[src/rtl/icap_pkg.sv]
package icap_pkg;
  typedef enum logic [1:0] {
    A_CTRL  = 2'd0,
    A_STAT  = 2'd1,
    A_CAPLO = 2'd2,
    A_CAPHI = 2'd3
  } reg_addr_e;

  localparam int CTRL_W = 4;

  typedef struct packed {
    logic ien;
    logic filt;
    logic pol;
    logic src;
  } ctrl_t;
endpackage

[src/rtl/icap_cond.sv]
module icap_cond #(
  parameter int SYNC_STAGES = 2,
  parameter int FILT_LEN    = 4
) (
  input  logic clk,
  input  logic rst_n,
  input  logic din,
  input  logic filt_en,
  output logic level
);
  logic [SYNC_STAGES-1:0] sync_q;
  logic sample;
  logic filt_lvl;

  always_ff @(posedge clk or negedge rst_n) begin
    if (!rst_n) sync_q <= '0;
    else        sync_q <= {sync_q[SYNC_STAGES-2:0], din};
  end
  assign sample = sync_q[SYNC_STAGES-1];

  generate
    if (FILT_LEN > 1) begin : g_filt
      logic [FILT_LEN-2:0] hist_q;
      logic [FILT_LEN-1:0] window;
      logic filt_q;

      assign window = {hist_q, sample};

      always_ff @(posedge clk or negedge rst_n) begin
        if (!rst_n) begin
          hist_q <= '0;
          filt_q <= 1'b0;
        end else begin
          hist_q <= window[FILT_LEN-2:0];
          if (&window)       filt_q <= 1'b1;
          else if (~|window) filt_q <= 1'b0;
        end
      end
      assign filt_lvl = filt_q;

      AST_FILT_AGREES: assert property (@(posedge clk) disable iff (!rst_n)
        !$stable(filt_q) |-> ($past(sample) == filt_q));
    end else begin : g_nofilt
      assign filt_lvl = sample;
    end
  endgenerate

  assign level = filt_en ? filt_lvl : sample;
endmodule

[src/rtl/icap_edge.sv]
module icap_edge (
  input  logic clk,
  input  logic rst_n,
  input  logic level,
  input  logic pol,
  output logic hit
);
  logic prev_q;

  always_ff @(posedge clk or negedge rst_n) begin
    if (!rst_n) prev_q <= 1'b0;
    else        prev_q <= level;
  end

  assign hit = pol ? (level & ~prev_q) : (~level & prev_q);

  AST_EDGE_SINGLE: assert property (@(posedge clk) disable iff (!rst_n)
    hit |=> (!hit || !$stable(pol)));
endmodule

[src/rtl/icap_regs.sv]
module icap_regs
  import icap_pkg::*;
#(
  parameter int CNT_W = 16,
  parameter int BUS_W = 8
) (
  input  logic             clk,
  input  logic             rst_n,
  input  logic             cap_stb,
  input  logic [CNT_W-1:0] count,
  input  logic             int_ack,
  input  logic             bus_wr,
  input  logic             bus_rd,
  input  logic [1:0]       bus_addr,
  input  logic [BUS_W-1:0] bus_wdata,
  output logic [BUS_W-1:0] bus_rdata,
  output ctrl_t            ctrl,
  output logic             flag
);
  localparam int HI_W = CNT_W - BUS_W;

  reg_addr_e        addr;
  ctrl_t            ctrl_q;
  logic             flag_q;
  logic [CNT_W-1:0] cap_q;
  logic [HI_W-1:0]  temp_q;
  logic [BUS_W-1:0] rdata_q;
  logic             stat_w1;
  logic             unused_wbits;

  assign addr         = reg_addr_e'(bus_addr);
  assign stat_w1      = bus_wr && (addr == A_STAT) && bus_wdata[0];
  assign unused_wbits = ^bus_wdata[BUS_W-1:CTRL_W];

  always_ff @(posedge clk or negedge rst_n) begin
    if (!rst_n) ctrl_q <= '0;
    else if (bus_wr && addr == A_CTRL) ctrl_q <= ctrl_t'(bus_wdata[CTRL_W-1:0]);
  end

  always_ff @(posedge clk or negedge rst_n) begin
    if (!rst_n) begin
      flag_q <= 1'b0;
      cap_q  <= '0;
    end else if (cap_stb) begin
      flag_q <= 1'b1;
      cap_q  <= count;
    end else if (int_ack || stat_w1) begin
      flag_q <= 1'b0;
    end
  end

  always_ff @(posedge clk or negedge rst_n) begin
    if (!rst_n) begin
      rdata_q <= '0;
      temp_q  <= '0;
    end else if (bus_rd) begin
      unique case (addr)
        A_CTRL:  rdata_q <= {{(BUS_W-CTRL_W){1'b0}}, ctrl_q};
        A_STAT:  rdata_q <= {{(BUS_W-1){1'b0}}, flag_q};
        A_CAPLO: begin
          rdata_q <= cap_q[BUS_W-1:0];
          temp_q  <= cap_q[CNT_W-1:BUS_W];
        end
        A_CAPHI: rdata_q <= {{(BUS_W-HI_W){1'b0}}, temp_q};
        default: rdata_q <= '0;
      endcase
    end
  end

  assign bus_rdata = rdata_q;
  assign ctrl      = ctrl_q;
  assign flag      = flag_q;

  AST_FLAG_ON_CAPTURE: assert property (@(posedge clk) disable iff (!rst_n)
    cap_stb |=> flag_q);
  AST_CAP_LOADS_COUNT: assert property (@(posedge clk) disable iff (!rst_n)
    cap_stb |=> (cap_q == $past(count)));
  AST_CAP_HOLDS: assert property (@(posedge clk) disable iff (!rst_n)
    !cap_stb |=> $stable(cap_q));
  AST_ACK_CLEARS: assert property (@(posedge clk) disable iff (!rst_n)
    (int_ack && !cap_stb) |=> !flag_q);
  AST_W0_KEEPS: assert property (@(posedge clk) disable iff (!rst_n)
    (bus_wr && addr == A_STAT && !bus_wdata[0] && flag_q && !int_ack) |=> flag_q);
endmodule

[src/rtl/icap_unit.sv]
module icap_unit
  import icap_pkg::*;
#(
  parameter int CNT_W       = 16,
  parameter int BUS_W       = 8,
  parameter int SYNC_STAGES = 2,
  parameter int FILT_LEN    = 4
) (
  input  logic             clk,
  input  logic             rst_n,
  input  logic             cap_pin,
  input  logic             cmp_out,
  input  logic [CNT_W-1:0] tmr_count,
  input  logic [1:0]       bus_addr,
  input  logic             bus_wr,
  input  logic             bus_rd,
  input  logic [BUS_W-1:0] bus_wdata,
  output logic [BUS_W-1:0] bus_rdata,
  input  logic             int_ack,
  output logic             irq
);
  ctrl_t ctrl;
  logic  src_sig;
  logic  level;
  logic  hit;
  logic  flag;

  assign src_sig = ctrl.src ? cmp_out : cap_pin;

  icap_cond #(.SYNC_STAGES(SYNC_STAGES), .FILT_LEN(FILT_LEN)) u_cond (
    .clk(clk), .rst_n(rst_n), .din(src_sig), .filt_en(ctrl.filt), .level(level)
  );

  icap_edge u_edge (
    .clk(clk), .rst_n(rst_n), .level(level), .pol(ctrl.pol), .hit(hit)
  );

  icap_regs #(.CNT_W(CNT_W), .BUS_W(BUS_W)) u_regs (
    .clk(clk), .rst_n(rst_n), .cap_stb(hit), .count(tmr_count),
    .int_ack(int_ack), .bus_wr(bus_wr), .bus_rd(bus_rd), .bus_addr(bus_addr),
    .bus_wdata(bus_wdata), .bus_rdata(bus_rdata), .ctrl(ctrl), .flag(flag)
  );

  assign irq = flag & ctrl.ien;

  AST_IRQ_AFTER_EDGE: assert property (@(posedge clk) disable iff (!rst_n)
    ($rose(irq) && $stable(ctrl.ien)) |-> $past(hit));
endmodule

[config.mk]
export PLATFORM = sky130hd
export DESIGN_NAME = icap_unit
export DESIGN_NICKNAME = d
export VERILOG_FILES = /design/src/rtl/icap_pkg.sv /design/src/rtl/icap_cond.sv /design/src/rtl/icap_edge.sv /design/src/rtl/icap_regs.sv /design/src/rtl/icap_unit.sv
export SDC_FILE = /design/constraint.sdc
export NUM_CORES = 1
export LEC_CHECK = 0
export CELL_PAD_IN_SITES_DETAIL_PLACEMENT = 1
export CELL_PAD_IN_SITES_GLOBAL_PLACEMENT = 2
export CORE_MARGIN = 10
export CORE_UTILIZATION = 35
export CTS_CLUSTER_SIZE = 12
export DETAILED_ROUTE_END_ITERATION = 8
export DONT_BUFFER_PORTS = 1
export PLACE_DENSITY_LB_ADDON = 0.1
export SYNTH_ARGS = -nofsm -noshare
export SYNTH_HDL_FRONTEND = slang
export SYNTH_SLANG_ARGS = --single-unit
[constraint.sdc]
create_clock -name clk -period 4.7 [get_ports clk]
set_input_delay 0.47 -clock clk [delete_from_list [all_inputs] [get_ports clk]]
set_output_delay 0.47 -clock clk [all_outputs]
set_load 0.005 [all_outputs]
==> flow_summary.json <==
{
  "cts_setup_buffers": 0,
  "num_vias": 950,
  "ys_seq_area_share_pct": 60.8,
  "critical_path.endpoint_type": "register",
  "powerDensity_nw_per_um2": 566,
  "cp.depth": 3,
  "utilization_pct": 38.8,
  "max_stage_delay_ns": 0.72,
  "rr_startpoint": "u_regs.ctrl[2]",
  "grt_max_degree": 45,
  "cts_tree": "yes",
  "fin_ws_ns": 2.70,
  "clk_path_buf_depth": 2,
  "clock_latency_ns": 0.29,
  "pin_count": 42,
  "ant_nets": 0,
  "die_height_um": 91.9,
  "power.switching_uw": 303,
  "rr_worst_depth": 3,
  "crit_arrival_ns": 2.18,
  "synth_cell_types": 23,
  "setup_viol": 0,
  "pwr-share-clk_pct": 20.2,
  "syn_to_final_growth_pct": 8.85,
  "hold_buffers": 1,
  "skew_ns": 0.00286,
  "leakage_uw": 0.000849,
  "yosys_warnings": 0,
  "worstPathRequired_ns": 4.88,
  "ys_ff_latch": 44,
  "regArea_um2": 1100,
  "post_drt_wl_per_cell_um": 19.6,
  "port_buffers": 0,
  "cts_root_buffer": "clkbuf_8",
  "slew_violations": 0,
  "path_buf_inv": 0,
  "drc_errors": 0,
  "start_kind": "register",
  "die_area_um2": 8450,
  "switching_share_pct": 27.2,
  "rsz0062_at_grt": "false",
  "netlist_area_um2": 1810,
  "core_area_um2": 5070,
  "max_freq_mhz": 500,
  "synth.net_count": 152,
  "antenna_cells": 0,
  "hold_viol": 0,
  "syn-mean-instance-area_um2": 15.2,
  "final.min_clock_period_ns": 2.00,
  "overflow": 0,
  "cp-startpoint": "u_regs.ctrl[2]",
  "num-nets-final": 156,
  "status": "finished, final reports clean",
  "wl_um": 3790,
  "max-slew-margin-rel_pct": 39.5,
  "clock-sinks": 44,
  "syn_inst": 119,
  "viasPerCell": 4.92,
  "fp-row-count": 26,
  "pwr-share-comb_pct": 25.2,
  "h-tree-depth": 2,
  "start_util_pct": 35.7,
  "cts_resized": 0,
  "reg2reg_to": "u_regs.cap_q[15]",
  "grt_pass1_vias": 1093,
  "cp_cell_sequence": "mux2_4 -> mux2i_4 -> mux2_2",
  "cap_violations": 0,
  "fp.dieW_um": 91.9,
  "crit_path_top_delay_cell": "mux2i_4",
  "hpwl_um": 2690,
  "r2r_slack_ns": 2.70,
  "tightest_slew_ns": 0.888,
  "grt_pass1_wl_um": 6240,
  "fill_cells": 539,
  "track_usage_pct": 9.52,
  "cp_top_family": "multiplexers",
  "hp-class": "input port to async pin",
  "first_iter_violations": 17,
  "fin_crit_sh_pct": 42.6,
  "multi_input_area_um2": 658,
  "drive_gt1_share_pct": 35.8,
  "cts-buffers-inserted": 5,
  "finalPower_uw": 1110,
  "setup_tns_ns": 0,
  "design_area_um2": 1970,
  "ir_worst_vdd_uv": 214,
  "grt_antenna_before_repair": 0,
  "clkTransAtPathRegs_ns": 0.08,
  "cp-endpoint": "u_regs.cap_q[15]",
  "dp_slack_ns": 2.70,
  "p_int_uw": 811,
  "firstDrtPassIters": 4,
  "critical_path.max_fanout": 17,
  "critPathKind": "register to register",
  "p_seq_share_pct": 54.6,
  "place_area_um2": 1870,
  "gp_congestion": 0.657
}
cell families (layout without fill, tap and decap cells):
kind of cell    Yosys count  in the layout  synth area share (%)
flops                    44             44                  60.8
mux                      40             40                  27.9
compound gates           13             13                  4.56
simple gates             13             13                  3.87
buf+inv                   9             13                  2.83
power by group through the flow:
stage	clock network [µW]	registers, µW	logic, µW
6_report	225	609	281
5_1_grt	253	632	307
4_1_cts	234	613	287
3_5_place_dp	0	621	274
3_3_place_gp	0	615	264
2_1_floorplan	0	587	256
routing by layer:
layer	global-route usage (%)	part of all wire [%]
met1	11.4	44
met2	14.8	48
met3	4.73	7.5
met4	2.70	0.50
met5	0	0
cell usage after synthesis (all sizes together):
master  count  area, µm²
nand3b      1       7.51
clkbuf      2       7.51
nand4b      1       8.76
mux4        1       22.5
mux2i       5       62.6
a21oi       4       20.0
and2        2       12.5
or3         1       6.26
o22ai       4       25.0
mux2       34        420
buf         2       25.0
inv         5       18.8
dfrtp      44       1100
nand2b      2       12.5
nand2       1       3.75
a22oi       3       22.5
a31oi       1       6.26
a31o        1       8.76
nor2        5       18.8
per-stage QoR:
stage,instances,hold WS (ns)
after floorplan,119,0.174
after global placement,185,0.176
after detailed placement,185,0.176
after CTS,193,0.0177
after global routing,193,0.0137
final,193,0.0136
placed cells by master, fill, tap and decap left out, drive strengths merged:
master / n
a22oi: 3
clkbuf: 6
nor2: 5
a31o: 1
nand2b: 2
inv: 5
clkinv: 1
a31oi: 1
nand2: 1
o22ai: 4
and2: 2
mux2: 34
buf: 1
mux2i: 5
a21oi: 4
mux4: 1
nand3b: 1
nand4b: 1
or3: 1
dfrtp: 44
worst reg2reg max path, cell delays in order (launching register included):
cell	delay (ns)
dfrtp_1	0.42
mux2_4	0.33
mux2i_4	0.72
mux2_2	0.42
worst min-delay path by stage:
| stage | start | endpoint | slack [ns] | cells after the start |
|---|---|---|---|---|
| 2_1_floorplan | rst_n | u_cond.filt_lvl | 0.17 | 0 |
| 3_3_place_gp | rst_n | u_cond.g_filt.hist_q[2] | 0.18 | 0 |
| 5_1_grt | rst_n | u_regs.bus_rdata[4] | 0.01 | 1 |
| 4_1_cts | rst_n | u_regs.bus_rdata[4] | 0.02 | 1 |
| 3_5_place_dp | rst_n | u_cond.g_filt.hist_q[1] | 0.18 | 0 |
| 6_report | rst_n | u_regs.bus_rdata[4] | 0.01 | 1 |
layout make-up:
type	instances	share of cell area, %
Sequential cell	44	55.9
Timing Repair Buffer	1	1.40
Tap cell	70	4.44
Clock buffer	6	3.68
Inverter	5	0.952
Clock inverter	1	0.254
Multi-Input combinational cell	66	33.4
flip-flops by register name, summed over array words and instances, names as in the netlist:
| register | count |
|---|---|
| u_cond.filt_lvl | 1 |
| u_cond.g_filt.hist_q | 3 |
| u_cond.sync_q | 2 |
| u_edge.prev_q | 1 |
| u_regs.bus_rdata | 8 |
| u_regs.cap_q | 16 |
| u_regs.ctrl | 4 |
| u_regs.flag | 1 |
| u_regs.temp_q | 8 |
No activity file was read; power rests on OpenSTA's default activity.
